### src/rtl/wbj_pkg.sv
package wbj_pkg;

    localparam int WBJ_DATA_W   = 32;
    localparam int WBJ_NUM_REGS = 16;
    localparam int WBJ_IDX_W    = $clog2(WBJ_NUM_REGS);

    typedef struct packed {
        logic                  valid;
        logic                  wr;
        logic                  jmp;
        logic                  mc;
        logic [WBJ_IDX_W-1:0]  dst;
        logic [WBJ_DATA_W-1:0] data;
    } wbj_tag_t;

    function automatic wbj_tag_t wbj_bubble();
        wbj_tag_t t;
        t = '0;
        return t;
    endfunction

    function automatic logic wbj_is_jump(input wbj_tag_t t);
        return t.valid & t.jmp;
    endfunction

    function automatic logic wbj_is_multi(input wbj_tag_t t);
        return t.valid & t.mc & ~t.jmp;
    endfunction

    function automatic logic wbj_commits(input wbj_tag_t t);
        return t.valid & t.wr & ~t.jmp;
    endfunction

endpackage

### src/rtl/wbj_front.sv
module wbj_front
    import wbj_pkg::*;
(
    input  logic     clk,
    input  logic     rst,
    input  logic     hold,
    input  logic     kill,
    input  wbj_tag_t fetch_in,
    output wbj_tag_t f_q,
    output wbj_tag_t d_q
);

    always_ff @(posedge clk) begin
        if (rst) begin
            f_q <= wbj_bubble();
            d_q <= wbj_bubble();
        end else if (!hold) begin
            f_q <= fetch_in;
            d_q <= f_q;
            if (kill) begin
                d_q.valid <= 1'b0;
            end
        end
    end

    AST_FRONT_HOLD: assert property (@(posedge clk) disable iff (rst)
        hold |=> ($stable(f_q) && $stable(d_q))) else $error("front moved while held");

endmodule

### src/rtl/wbj_back.sv
module wbj_back
    import wbj_pkg::*;
#(
    parameter int MC_LAT = 3
)(
    input  logic     clk,
    input  logic     rst,
    input  wbj_tag_t d_in,
    output wbj_tag_t e_q,
    output wbj_tag_t w_q,
    output logic     stall
);

    localparam int CNT_W = (MC_LAT > 2) ? $clog2(MC_LAT) : 1;
    localparam logic [CNT_W-1:0] LAST = CNT_W'(MC_LAT - 1);

    logic [CNT_W-1:0] cnt;

    always_comb begin
        stall = wbj_is_multi(e_q) && (cnt != LAST);
    end

    always_ff @(posedge clk) begin
        if (rst) begin
            e_q <= wbj_bubble();
            w_q <= wbj_bubble();
            cnt <= '0;
        end else if (stall) begin
            cnt <= cnt + 1'b1;
            w_q <= wbj_bubble();
        end else begin
            cnt <= '0;
            e_q <= d_in;
            w_q <= e_q;
        end
    end

    AST_CNT_RANGE: assert property (@(posedge clk) disable iff (rst)
        cnt <= LAST) else $error("multicycle counter overran");

    AST_MC_SINGLE_EXIT: assert property (@(posedge clk) disable iff (rst)
        (stall && cnt == LAST - 1'b1) |=> !stall) else $error("stall too long");

endmodule

### src/rtl/wbj_regfile.sv
module wbj_regfile
    import wbj_pkg::*;
#(
    parameter int N_RD = 2
)(
    input  logic                  clk,
    input  logic                  rst,
    input  logic                  we,
    input  logic [WBJ_IDX_W-1:0]  wsel,
    input  logic [WBJ_DATA_W-1:0] wdata,
    input  logic [WBJ_IDX_W-1:0]  rsel  [N_RD],
    output logic [WBJ_DATA_W-1:0] rdata [N_RD]
);

    logic [WBJ_DATA_W-1:0] regs [WBJ_NUM_REGS];

    always_ff @(posedge clk) begin
        for (int i = 0; i < WBJ_NUM_REGS; i++) begin
            if (rst || i == 0) begin
                regs[i] <= '0;
            end else if (we && wsel == WBJ_IDX_W'(i)) begin
                regs[i] <= wdata;
            end
        end
    end

    for (genvar p = 0; p < N_RD; p++) begin : g_rd
        always_comb begin
            rdata[p] = regs[rsel[p]];
            if (!rst && rsel[p] == '0) begin
                AST_R0_ZERO: assert (rdata[p] == '0) else $error("register 0 nonzero");
            end
        end
    end

    AST_WRITE_LANDS: assert property (@(posedge clk) disable iff (rst)
        (we && wsel != '0) |=> regs[$past(wsel)] == $past(wdata)) else $error("write lost");

endmodule

### src/rtl/wbj_top.sv
module wbj_top
    import wbj_pkg::*;
#(
    parameter int MC_LAT = 3
)(
    input  logic                  clk,
    input  logic                  rst,
    input  logic                  in_valid,
    input  logic                  in_wr,
    input  logic                  in_jmp,
    input  logic                  in_mc,
    input  logic [WBJ_IDX_W-1:0]  in_dst,
    input  logic [WBJ_DATA_W-1:0] in_data,
    output logic                  in_ready,
    output logic                  wb_we,
    output logic [WBJ_IDX_W-1:0]  wb_sel,
    output logic [WBJ_DATA_W-1:0] wb_data,
    input  logic [WBJ_IDX_W-1:0]  rd_sel_a,
    output logic [WBJ_DATA_W-1:0] rd_data_a,
    input  logic [WBJ_IDX_W-1:0]  rd_sel_b,
    output logic [WBJ_DATA_W-1:0] rd_data_b
);

    wbj_tag_t fetch_in, f_q, d_q, e_q, w_q;
    logic     stall, kill;
    logic [WBJ_IDX_W-1:0]  rsel  [2];
    logic [WBJ_DATA_W-1:0] rdata [2];

    always_comb begin
        fetch_in.valid = in_valid;
        fetch_in.wr    = in_wr;
        fetch_in.jmp   = in_jmp;
        fetch_in.mc    = in_mc;
        fetch_in.dst   = in_dst;
        fetch_in.data  = in_data;
        kill           = wbj_is_jump(e_q);
        in_ready       = !stall;
        wb_we          = wbj_commits(w_q);
        wb_sel         = w_q.dst;
        wb_data        = w_q.data;
        rsel[0]        = rd_sel_a;
        rsel[1]        = rd_sel_b;
        rd_data_a      = rdata[0];
        rd_data_b      = rdata[1];
    end

    wbj_front u_front (
        .clk      (clk),
        .rst      (rst),
        .hold     (stall),
        .kill     (kill),
        .fetch_in (fetch_in),
        .f_q      (f_q),
        .d_q      (d_q)
    );

    wbj_back #(.MC_LAT(MC_LAT)) u_back (
        .clk   (clk),
        .rst   (rst),
        .d_in  (d_q),
        .e_q   (e_q),
        .w_q   (w_q),
        .stall (stall)
    );

    wbj_regfile #(.N_RD(2)) u_rf (
        .clk   (clk),
        .rst   (rst),
        .we    (wb_we),
        .wsel  (wb_sel),
        .wdata (wb_data),
        .rsel  (rsel),
        .rdata (rdata)
    );

    AST_SQUASH_SECOND: assert property (@(posedge clk) disable iff (rst)
        wbj_is_jump(e_q) |=> !d_q.valid) else $error("second slot not squashed");

    AST_JUMP_SILENT: assert property (@(posedge clk) disable iff (rst)
        wbj_is_jump(e_q) |=> !wb_we) else $error("jump wrote back");

    AST_STALL_BUBBLE: assert property (@(posedge clk) disable iff (rst)
        stall |=> !wb_we) else $error("write during stall");

    AST_RESET_QUIET: assert property (@(posedge clk) disable iff (rst)
        $past(rst) |-> (!wb_we && in_ready)) else $error("activity after reset");

endmodule

### config.mk
export PLATFORM = sky130hd
export DESIGN_NAME = wbj_top
export DESIGN_NICKNAME = d
export VERILOG_FILES = /design/src/rtl/wbj_pkg.sv /design/src/rtl/wbj_front.sv /design/src/rtl/wbj_back.sv /design/src/rtl/wbj_regfile.sv /design/src/rtl/wbj_top.sv
export SDC_FILE = /design/constraint.sdc
export NUM_CORES = 1
export LEC_CHECK = 0
export BUFFER_PORTS_ARGS = -buffer_cell sky130_fd_sc_hd__buf_2
export CORE_MARGIN = 5
export CORE_UTILIZATION = 53
export CTS_BUF_LIST = sky130_fd_sc_hd__clkbuf_2 sky130_fd_sc_hd__clkbuf_4 sky130_fd_sc_hd__clkbuf_8
export DETAILED_ROUTE_END_ITERATION = 10
export GPL_TIMING_DRIVEN = 0
export PLACE_DENSITY_LB_ADDON = 0.25
export SETUP_SLACK_MARGIN = 0.3
export SLEW_MARGIN = 20
export SYNTH_ARGS = -nofsm -noshare
export SYNTH_HDL_FRONTEND = slang
export SYNTH_SLANG_ARGS = --single-unit
### constraint.sdc
create_clock -name clk -period 4.9 [get_ports clk]
set_input_delay 0.735 -clock clk [delete_from_list [all_inputs] [get_ports clk]]
set_output_delay 0.735 -clock clk [all_outputs]
set_load 0.005 [all_outputs]
==> impl_metrics.ini <==
[grt]
grt_antenna_before_repair = 1
overflow = 0
grt_max_degree = 20
grt_pass1_wl_um = 135000
grt_usage = 0.285
grt_pass1_vias = 21249

[detailed_routing]
totalWireLength_um = 91800
via_count = 21160
drt_iter0_markers = 2236
post_drt_wl_per_cell_um = 26.2
drc = 0
first_pass_iters = 5
ant_nets = 0
viasPerCell = 6.04

[power_and_ir_drop]
powerDensity_nw_per_um2 = 334
leakagePower_nw = 13.5
max-vdd-ir-drop_mv = 0.227

[sta]
setup-tns-final_ns = 0
fin_hold_ws_ns = 0.274
layout_setup_ws_ns = 0.636
slew_headroom = 0.222
rsz0062_at_grt = no
max_freq_ghz = 0.235
fin_crit_ns = 4.26
slew_viol_final = 0
clock_skew_ns = 0.0407
period_share = 0.870
setup_viol = 0
tightestPinTransition_ns = 1.17
final-hold-violation-count = 0

[setup_path]
end_kind = primary output
critPathKind = in2out
crit_required_ns = 4.16
cp_max_fo = 10
cp-start-kind = input pin
arrival_ns = 3.53

[floorplan]
fp-row-count = 89
die_area_um2 = 63900
die_x_um = 253
initial_utilization = 0.532
die_y_um = 253
io_pins = 152
coreArea_um2 = 58700

[logic_synthesis]
synth_top_area_share = 0.462
postSynth.asyncResetShare = 0
ys.flop_type = edfxtp_1
synth.ff_latch_count = 641
synth.net_count = 2428
ys_top_cells_by_area = edfxtp_1 (46%), mux4_2 (14%), dfxtp_1 (10%)
avgSynthCellArea_um2 = 13.1
yosys_warnings = 0
synth_commonest_cells = and2_1 (480), edfxtp_1 (480), nand2_1 (255)
yosysTopAreaCell = edfxtp_1
synth_cells = 2377
synthesis.area_um2 = 31200
synth_edf_count = 480
ys_seq_area_frac = 0.565
yosys.cell_types.count = 37

[clocking]
cts_resized = 0
clk_path_buf_depth = 3
cts_setup_buffers = 0
cts_tree = built
cts_buffers = 103
clk_pin_slew_ns = 0.07
cts_root_buf = clkbuf_8
htree_levels = 3
clock_sinks = 641
cts_hold_buffers = 0
worstSkewPairLatency_ns = 0.71

[layout]
multi_input_area_um2 = 12500
area_growth_pct = 14.1
final_cells = 3503
nets = 2703
drive_gt1_frac = 0.260
final-seq-area_um2 = 17600
nFillCells = 4505
design_area_um2 = 35700

[placed_design]
postPlaceCellArea_um2 = 33600
place_ws_ns = 0.855
dp.cells = 3320
routabilityCongestion = 0.937
io_buffers = 146
hpwl_um = 69300

[flow_run]
maxCapViolations = 0

[run_status]
status = completed

[worst_hold_path]
hp-class = in2reg
==> report_power, final <==
group,total (mW),switching (mW),internal (mW)
Clock,4.62,2.15,2.47
Sequential,6.11,0.104,6.00
Combinational,1.17,0.669,0.503
==> path summary, 6_finish.rpt <==
path	startpoint	end	slack (ns)	cells past startpoint
worst min-delay path	in_jmp	u_front.f_q[37]	0.27	3
worst min register to register	u_back.cnt[0]	u_back.cnt[0]	0.43	1
worst max-delay path	rd_sel_b[1]	rd_data_b[12]	0.64	7
worst max register to register	u_back.w_q[34]	u_rf.regs[6][4]	1.98	5
==> placed cells by master (no fill, tap or decap), types with 8 or more instances in the layout <==
cell	n
clkbuf_8	114
clkinv_2	12
buf_4	42
a221oi_1	33
clkbuf_1	151
clkinv_1	17
nand3_1	22
o21ai_4	12
a22o_1	32
mux2_1	26
mux4_2	191
o22a_1	12
o211ai_1	19
mux2i_1	40
buf_2	189
and3_1	39
buf_8	10
o221ai_1	13
nor2_1	41
a221o_1	19
buf_6	16
nand2_1	255
mux2_2	64
clkbuf_4	31
a21oi_1	148
buf_16	12
dfxtp_1	161
buf_1	8
edfxtp_1	480
and2_1	480
==> registers in the layout, indices dropped and copies added, names as in the netlist <==
signal	flops
u_front.f_q	40
u_back.w_q	39
u_rf.regs	480
u_back.e_q	40
u_front.d_q	40
u_back.cnt	2
==> through the flow <==
step / utilization / power (mW)
detailed placement: 0.573 / 7.36
CTS: 0.607 / 11.9
global route: 0.607 / 12.3
floorplan: - / 6.87
global placement: 0.561 / 7.30
finish: 0.607 / 11.9
==> per-layer routing <==
layer / GRT usage / routed length (µm)
met1: 0.381 / 34700
met2: 0.451 / 42700
met3: 0.0831 / 11100
met4: 0.0996 / 3260
met5: 0 / 0
==> critical path, cell delays in order <==
cell	delay, ns
buf_2	0.36
nand2b_1	0.45
clkbuf_1	0.72
o221ai_1	0.42
o22a_1	0.28
a21oi_1	0.35
buf_2	0.20
==> cell type report <==
cell class                 instances  area share
inverter                           5    0.000526
sequential                       641       0.495
tap                              773      0.0271
buffer                           259      0.0362
antenna                            1   0.0000702
timing repair buffer             170      0.0346
multi-input combinational       1472       0.350
clock inverter                    37     0.00663
clock buffer                     145      0.0505
==> kinds of logic (layout without fill, tap and decap cells) <==
kind of cell | count (synthesis) | in the layout | synth area share
and+or+nand+nor | 857 | 857 | 0.147
DFF | 641 | 641 | 0.565
muxes | 321 | 321 | 0.183
AOI/OAI and AO/OA | 293 | 293 | 0.0626
buffers and inverters | 264 | 616 | 0.0419
adders and majority gates | 1 | 1 | 0.000401
other | 0 | 1 | 0
(Power assumes the default switching activity.)
